==> config.mk <==
export PLATFORM = sky130hd
export DESIGN_NAME = pfg_guard
export DESIGN_NICKNAME = d
export VERILOG_FILES = /design/src/rtl/pfg_pkg.sv /design/src/rtl/pfg_sync.sv /design/src/rtl/pfg_supervisor.sv /design/src/rtl/pfg_access.sv /design/src/rtl/pfg_guard.sv
export SDC_FILE = /design/constraint.sdc
export NUM_CORES = 1
export LEC_CHECK = 0
export ABC_AREA = 1
export BUFFER_PORTS_ARGS = -buffer_cell sky130_fd_sc_hd__clkbuf_2
export CAP_MARGIN = 0
export CORE_UTILIZATION = 46
export CTS_CLUSTER_SIZE = 14
export DETAILED_ROUTE_END_ITERATION = 6
export MAX_ROUTING_LAYER = met4
export PLACE_DENSITY_LB_ADDON = 0.2
export SYNTH_ARGS = -nofsm -noshare
export SYNTH_HDL_FRONTEND = slang
export SYNTH_SLANG_ARGS = --single-unit
==> constraint.sdc <==
create_clock -name clk -period 1.3 [get_ports clk]
set_input_delay 0.13 -clock clk [delete_from_list [all_inputs] [get_ports clk]]
set_output_delay 0.13 -clock clk [all_outputs]
set_load 0.05 [all_outputs]
==> src/rtl/pfg_pkg.sv <==
package pfg_pkg;

    typedef enum logic [1:0] {
        ACC_IDLE,
        ACC_READ,
        ACC_WRITE,
        ACC_HIZ
    } acc_mode_e;

    typedef enum logic [1:0] {
        PWR_DOWN,
        PWR_RECOVER,
        PWR_UP
    } pwr_state_e;

    typedef struct packed {
        logic sel;
        logic drive;
        logic wr;
    } acc_ctl_t;

    function automatic acc_mode_e decode_strobes(input logic ce_n,
                                                 input logic oe_n,
                                                 input logic we_n);
        if (ce_n)       return ACC_IDLE;
        else if (!we_n) return ACC_WRITE;
        else if (!oe_n) return ACC_READ;
        else            return ACC_HIZ;
    endfunction

    function automatic acc_ctl_t mode_ctl(input acc_mode_e m);
        acc_ctl_t c;
        c = '0;
        case (m)
            ACC_READ:  begin c.sel = 1'b1; c.drive = 1'b1; end
            ACC_WRITE: begin c.sel = 1'b1; c.wr = 1'b1; end
            ACC_HIZ:   c.sel = 1'b1;
            default:   c = '0;
        endcase
        return c;
    endfunction

endpackage

==> src/rtl/pfg_sync.sv <==
module pfg_sync #(
    parameter int  W       = 2,
    parameter logic RST_VAL = 1'b0
) (
    input  logic         clk,
    input  logic         rst,
    input  logic [W-1:0] d,
    output logic [W-1:0] q
);
    for (genvar i = 0; i < W; i++) begin : g_bit
        logic [1:0] stage;
        always_ff @(posedge clk) begin
            if (rst) stage <= {2{RST_VAL}};
            else     stage <= {stage[0], d[i]};
        end
        assign q[i] = stage[1];
    end
endmodule

==> src/rtl/pfg_supervisor.sv <==
module pfg_supervisor
    import pfg_pkg::*;
#(
    parameter int FILT_SAMPLES  = 3,
    parameter int RECOVER_TICKS = 5
) (
    input  logic clk,
    input  logic rst,
    input  logic tick,
    input  logic vgood_s,
    output logic protect,
    output logic trip,
    output logic ctl_clr
);
    localparam int LOW_W = $clog2(FILT_SAMPLES + 1);
    localparam int REC_W = $clog2(RECOVER_TICKS + 1);
    localparam logic [LOW_W-1:0] LOW_LAST = LOW_W'(FILT_SAMPLES - 1);
    localparam logic [REC_W-1:0] REC_LAST = REC_W'(RECOVER_TICKS - 1);

    pwr_state_e       state;
    logic [LOW_W-1:0] low_cnt;
    logic [REC_W-1:0] rec_cnt;
    logic             clr_q;

    // lookahead: the next edge leaves the powered state
    assign trip    = (state == PWR_UP) && !vgood_s && (low_cnt == LOW_LAST);
    assign protect = (state != PWR_UP);
    assign ctl_clr = clr_q;

    always_ff @(posedge clk) begin
        if (rst) begin
            state   <= PWR_DOWN;
            low_cnt <= '0;
            rec_cnt <= '0;
            clr_q   <= 1'b0;
        end else begin
            clr_q <= 1'b0;
            case (state)
                PWR_DOWN: begin
                    low_cnt <= '0;
                    rec_cnt <= '0;
                    if (vgood_s) state <= PWR_RECOVER;
                end
                PWR_RECOVER: begin
                    if (!vgood_s) begin
                        state   <= PWR_DOWN;
                        rec_cnt <= '0;
                    end else if (tick) begin
                        if (rec_cnt == REC_LAST) begin
                            state <= PWR_UP;
                            clr_q <= 1'b1;
                        end else begin
                            rec_cnt <= rec_cnt + REC_W'(1);
                        end
                    end
                end
                PWR_UP: begin
                    if (trip)          state   <= PWR_DOWN;
                    else if (!vgood_s) low_cnt <= low_cnt + LOW_W'(1);
                    else               low_cnt <= '0;
                end
                default: state <= PWR_DOWN;
            endcase
        end
    end
endmodule

==> src/rtl/pfg_access.sv <==
module pfg_access
    import pfg_pkg::*;
#(
    parameter int ADDR_W = 19,
    parameter int DATA_W = 8
) (
    input  logic              clk,
    input  logic              rst,
    input  logic              protect,
    input  logic              trip,
    input  logic              ce_n,
    input  logic              oe_n,
    input  logic              we_n,
    input  logic [ADDR_W-1:0] host_addr,
    input  logic [DATA_W-1:0] host_wdata,
    output logic              mem_sel,
    output logic              dq_drive,
    output logic              wr_commit,
    output logic [ADDR_W-1:0] wr_addr,
    output logic [DATA_W-1:0] wr_data
);
    acc_ctl_t          ctl;
    logic              wr_pend;
    logic              commit_q;
    logic [ADDR_W-1:0] addr_q;
    logic [DATA_W-1:0] data_q;

    always_comb begin
        ctl = mode_ctl(decode_strobes(ce_n, oe_n, we_n));
        if (protect) ctl = '0;
    end

    assign mem_sel   = ctl.sel;
    assign dq_drive  = ctl.drive;
    assign wr_commit = commit_q;
    assign wr_addr   = addr_q;
    assign wr_data   = data_q;

    always_ff @(posedge clk) begin
        if (rst) begin
            wr_pend  <= 1'b0;
            commit_q <= 1'b0;
            addr_q   <= '0;
            data_q   <= '0;
        end else begin
            // cancel beats commit when both land on one edge
            commit_q <= wr_pend && !ctl.wr && !protect && !trip;
            wr_pend  <= (protect || trip) ? 1'b0 : ctl.wr;
            if (ctl.wr) begin
                addr_q <= host_addr;
                data_q <= host_wdata;
            end
        end
    end
endmodule

==> src/rtl/pfg_guard.sv <==
module pfg_guard
    import pfg_pkg::*;
#(
    parameter int ADDR_W        = 19,
    parameter int DATA_W        = 8,
    parameter int FILT_SAMPLES  = 3,
    parameter int RECOVER_TICKS = 5
) (
    input  logic              clk,
    input  logic              rst,
    input  logic              tick,
    input  logic              vgood_raw,
    input  logic              vbat_raw,
    input  logic              ce_n,
    input  logic              oe_n,
    input  logic              we_n,
    input  logic [ADDR_W-1:0] host_addr,
    input  logic [DATA_W-1:0] host_wdata,
    output logic              mem_sel,
    output logic              dq_drive,
    output logic              wr_commit,
    output logic [ADDR_W-1:0] wr_addr,
    output logic [DATA_W-1:0] wr_data,
    output logic              bat_sel,
    output logic              protect,
    output logic              ctl_clr
);
    logic vgood_s, vbat_s, trip;

    pfg_sync #(.W(2), .RST_VAL(1'b0)) u_sync (
        .clk (clk),
        .rst (rst),
        .d   ({vbat_raw, vgood_raw}),
        .q   ({vbat_s, vgood_s})
    );

    assign bat_sel = !vbat_s;

    pfg_supervisor #(
        .FILT_SAMPLES (FILT_SAMPLES),
        .RECOVER_TICKS(RECOVER_TICKS)
    ) u_sup (
        .clk     (clk),
        .rst     (rst),
        .tick    (tick),
        .vgood_s (vgood_s),
        .protect (protect),
        .trip    (trip),
        .ctl_clr (ctl_clr)
    );

    pfg_access #(.ADDR_W(ADDR_W), .DATA_W(DATA_W)) u_acc (
        .clk        (clk),
        .rst        (rst),
        .protect    (protect),
        .trip       (trip),
        .ce_n       (ce_n),
        .oe_n       (oe_n),
        .we_n       (we_n),
        .host_addr  (host_addr),
        .host_wdata (host_wdata),
        .mem_sel    (mem_sel),
        .dq_drive   (dq_drive),
        .wr_commit  (wr_commit),
        .wr_addr    (wr_addr),
        .wr_data    (wr_data)
    );
endmodule

Word level (Yosys, flattened, before mapping)
Cells that the tools add are included.

word-level totals
  word-level logic and storage cells = 70
  output and inout bits = 33
  bits of input ports = 35
  register bits after elaboration = 41

cells by class
  reduce and logical (&&, ||, !) cells = 20
  equality and inequality tests = 14
  bitwise operators = 3
  $add $sub $neg = 2
  muxes and demuxes = 21

operator list
  operator                                        count
  2-to-1 mux 2 bit                                10
  2-to-1 mux 3 bit                                4
  == test 2 bit (second input constant)           4
  != test 2 bit (second input constant)           3
  != test 3 bit (second input constant)           2
  case mux 2 bit (3 select lines)                 1
  case mux 3 bit (2 select lines)                 1
  logical AND 1 bit                               5
  zero test 1 bit                                 5
  == test 2 x 1 -> 1 bit (second input constant)  2
  2-to-1 mux 1 bit                                4
  case mux 2 bit (2 select lines)                 1
  AND reduction 4 bit                             1
  nonzero test 2 bit                              2
  OR reduction 4 bit                              1
  adder 3 x 1 -> 3 bit (second input constant)    1
  == test 3 bit (second input constant)           1
  != test 3 x 2 -> 1 bit (second input constant)  1
  inverter 1 bit                                  3
  AND reduction 3 bit                             1
  OR reduction 3 bit                              1
  adder 2 x 1 -> 2 bit (second input constant)    1
  zero test 2 bit                                 1
  != test 2 x 1 -> 1 bit (second input constant)  1
  other kinds (3)                                 3

Depth between registers and ports, before layout
  word-level depth = 11
  mapped depth = 9
  mapped depth without buffers = 9

Modules after synthesis
A second synthesis with hierarchy kept.

unflattened totals
  cells, all modules = 265
  area, all modules = 1921.8 um^2

by module, submodules not included
  module          sequential area each (um^2)  cells an instance  area an instance (um^2)  instances
  pfg_access      580.6                        188                1322.5                   1
  pfg_supervisor  160.2                        62                 470.5                    1
  pfg_sync        80.1                         14                 125.1                    1
  pfg_guard       0.0                          1                  3.8                      1

Worst setup path before layout
No wires, ideal clock.

  path kind = register to output
  from = register u_sup.state[1]
  to = output dq_drive
  arrival = 1672 ps
  setup slack = -502 ps
  data required time = 1170 ps
  cell stages (with the launch flop) = 7
  path buffers = 0
  cells stage by stage = dfxtp_1 > inv_2 > nor2_4 > nand2_1 > inv_1 > nand2_1 > nor2_1

between the ends
  longest elaborated chain between the ends = 2

ends and longest elaborated chain
  item                      line                  text
  start: declaration        pfg_supervisor.sv:20  pwr_state_e state;
  start signal: assignment  pfg_supervisor.sv:32  state <= PWR_DOWN;
  start signal: assignment  pfg_supervisor.sv:42  if (vgood_s) state <= PWR_RECOVER;
  start signal: assignment  pfg_supervisor.sv:46  state <= PWR_DOWN;
  != test 2 bit             pfg_supervisor.sv:27  assign protect = (state != PWR_UP);
  2-to-1 mux 3 bit          pfg_access.sv:30      if (protect) ctl = '0;
  end: declaration          pfg_guard.sv:20       output logic dq_drive,

No other way between the ends.

Worst setup path after layout
Ends and elaborated chain as after synthesis.

==> summary.md <==
| Metric | Value |
|---|---|
| Status | `complete, but fails checks` |
| Failing checks | `negative setup slack` |
| Mapped Area | `1580 um^2` |
| Crit path required time | `1.17 ns` |
| GRT overflow | `0` |
| Die ar. | `3670 um^2` |
| Synth unique cells | `21` |
| Place WS | `0.0133 ns` |
| Die X | `60.5 um` |
| CTS tree | `done` |
| Drt drc | `0` |
| Syn Nets | `247` |
| WL final | `3850 um` |
| Antenna Cells | `0` |
| Initial Utilization | `0.500` |
| Final WS setup | `-0.118 ns` |
| DPL Wire Length | `2170 um` |
| Die Span Y | `60.5 um` |
| Clk_skew | `0.00565 ns` |
| Placed cell count | `316` |
| Post-layout nets | `334` |
| Vias | `1597` |
| Fmax | `705 MHz` |
| Max-Slew Margin vs Limit | `0.655` |
| Clock-pin slew on the worst setup and hold paths | `0.11 ns` |
| IO Port Bufs | `67` |
| Sequential fraction of the synthesis area | `0.521` |
| Power per cell area | `836 nW/um^2` |
| H-Tree Depth | `2` |
| Ys Warns | `0` |
| Final count of hold timing violations | `0` |
| Initial antenna violation count | `0` |
| Leakage | `1.15 nW` |
| Critical setup path kind | `reg2out` |
| MaxCap Viol Count | `0` |
| Setup TNS | `-0.353 ns` |
| Vias in the first global route | `1200` |
| Initial drt markers | `109` |
| Pin count of the biggest net entering global routing | `34` |
| Slew @ Worst Pin | `0.515 ns` |
| Number of top-level pins | `68` |
| Crit path launch type | `flop` |
| Clock sinks | `41` |
| Number of synthesized register bits | `41` |
| Non-filler cells, final | `340` |
| Setup violations, final | `11` |
| Syn Inst Count | `209` |
| Worst EP arrival | `1.29 ns` |
| Total CTS buffers | `5` |
| Critical path capture point type | `primary output` |
| Final ANT Viol Nets | `0` |
| Crit Path Max Fanout | `2` |
| First-pass GRT wire length | `4930 um` |
| Slew Limit Fails | `0` |
| Final Util | `0.781` |
| Worst min-delay path class | `in2reg` |
| GP Congestion | `0.733` |
| Routed WL per cell | `11.3 um` |
| Core ar. | `3150 um^2` |
| Row count | `20` |
| Tot GR Track Use | `0.189` |
| Max VDD drop | `0.560 mV` |
| Final period util | `1.09` |
| Post-layout min period | `1.42 ns` |
| Clk Latency, worst-skew pair | `0.34 ns` |
| Detailed Routing Iterations Pass 1 | `4` |
| Root Driver | `clkbuf_4` |
| RSZ-0062 raised after global routing | `yes` |
| Drt via density | `4.70` |
| Area growth, synth to finish | `56.2%` |
| Mean Syn Cell Area | `7.54 um^2` |
| Share of layout cells above drive strength 1 | `0.463` |
| Clock tree buffer depth | `2` |
## final cells by class
cell class                      instances  area [um^2]
Clock buffer                            7         55.1
Timing Repair Buffer                   88          634
Sequential cell                        41          823
Multi-Input combinational cell        138          796
Inverter                               22         98.8
Fill cell                             249          691
Tap cell                               44         55.1
## worst max-delay path, stage by stage, from the launching register on
cell	delay, ns
dfxtp_2	0.35
inv_2	0.05
nor2_4	0.10
nand2_2	0.08
clkinvlp_4	0.08
nand2_2	0.06
nor2_4	0.09
buf_8	0.15
## logic make-up after synthesis
family | share of synthesized area
AOI/OAI and AO/OA | 0.123
adders and majority gates | 0.0238
buffers and inverters | 0.0905
DFF | 0.521
and+or+nand+nor | 0.242
## layout by cell type (no fill, tap or decap)
cell / count
clkbuf_2: 64
nor2_1: 47
dfxtp_1: 39
inv_1: 18
nand2_1: 14
nor2_2: 13
o21ai_1: 12
nor2_4: 11
o21ai_0: 11
o21ai_2: 10
buf_4: 8
nand3_1: 5
clkbuf_4: 5
buf_8: 5
nand2_2: 3
a21oi_1: 3
ha_1: 3
clkbuf_16: 3
buf_6: 3
dlygate4sd3_1: 3
inv_2: 2
nand2_4: 2
buf_12: 2
dfxtp_2: 2
clkinvlp_4: 1
nand2_8: 1
clkinv_8: 1
o21a_1: 1
nand4_1: 1
a31oi_1: 1
clkbuf_8: 1
clkbuf_1: 1
## timing repair
item                                   in CTS  in global routing
buffers inserted                            4                  6
pin swaps                                   4                  6
setup endpoints to repair                   4                 33
hold buffers                                2                  1
gates cloned                                0                  5
endpoints found under the hold margin       2                  1
gates resized for setup                    11                 69
## worst paths after layout
path / startpoint / end / slack [ns] / cells after the start
max: u_sup.state[1]$_SDFFE_PP0P_ / dq_drive / -0.12 / 7
max reg2reg: u_sup.state[1]$_SDFFE_PP0P_ / u_acc.wr_data[3]$_SDFFE_PP0P_ / -0.03 / 9
min: host_addr[16] / u_acc.wr_addr[16]$_SDFFE_PP0P_ / 0.02 / 3
min reg2reg: u_sync.g_bit[0].stage[0]$_SDFF_PP0_ / u_sync.g_bit[0].stage[1]$_SDFF_PP0_ / 0.41 / 2
## through the flow
stage | cell area [um^2] | hold slack, ns | power (mW)
after global routing | 2460 | 0.00719 | 2.17
after CTS | 2120 | 0.0107 | 2.06
after global placement | 1990 | 0.324 | 1.43
final | 2460 | 0.0182 | 2.06
after detailed placement | 1990 | 0.327 | 1.43
after floorplan | 1590 | 0.237 | 1.36
## power by group
| part | switching, mW | internal [mW] |
|---|---|---|
| Combinational | 0.0805 | 0.0758 |
| Clock | 0.374 | 0.256 |
| Sequential | 0.00643 | 1.27 |
| Total | 0.461 | 1.60 |
## Yosys cell counts
master	number	area [um^2]
a21oi_1	3	15.0
a31oi_1	1	6.26
buf_2	2	10.0
buf_4	2	15.0
buf_6	2	22.5
clkbuf_1	3	11.3
clkinv_2	1	5.00
dfxtp_1	41	821
ha_1	3	37.5
inv_1	20	75.1
inv_2	1	3.75
nand2_1	18	67.6
nand2_2	1	6.26
nand3_1	5	25.0
nand4_1	1	6.26
nor2_1	69	259
nor2_2	1	6.26
nor2_4	1	11.3
o21a_1	1	7.51
o21ai_0	23	115
o21ai_1	10	50.1
## routing by layer
| metal | vias up | wire, um | global-route usage |
|---|---|---|---|
| met3 | 4 | 211 | 0.0682 |
| met2 | 55 | 1910 | 0.298 |
| met4 | 0 | 53 | 0.0682 |
| li1 | 829 | - | - |
| met5 | - | 0 | - |
| met1 | 709 | 1680 | 0.220 |
## sequential cells by signal, summed over array words and instances (netlist names)
name	count
u_acc.wr_addr	19
u_acc.wr_commit	1
u_acc.wr_data	8
u_acc.wr_pend	1
u_sup.ctl_clr	1
u_sup.low_cnt	2
u_sup.rec_cnt	3
u_sup.state	2
u_sync.g_bit.stage	4
Power figures use the tool's default switching activity.
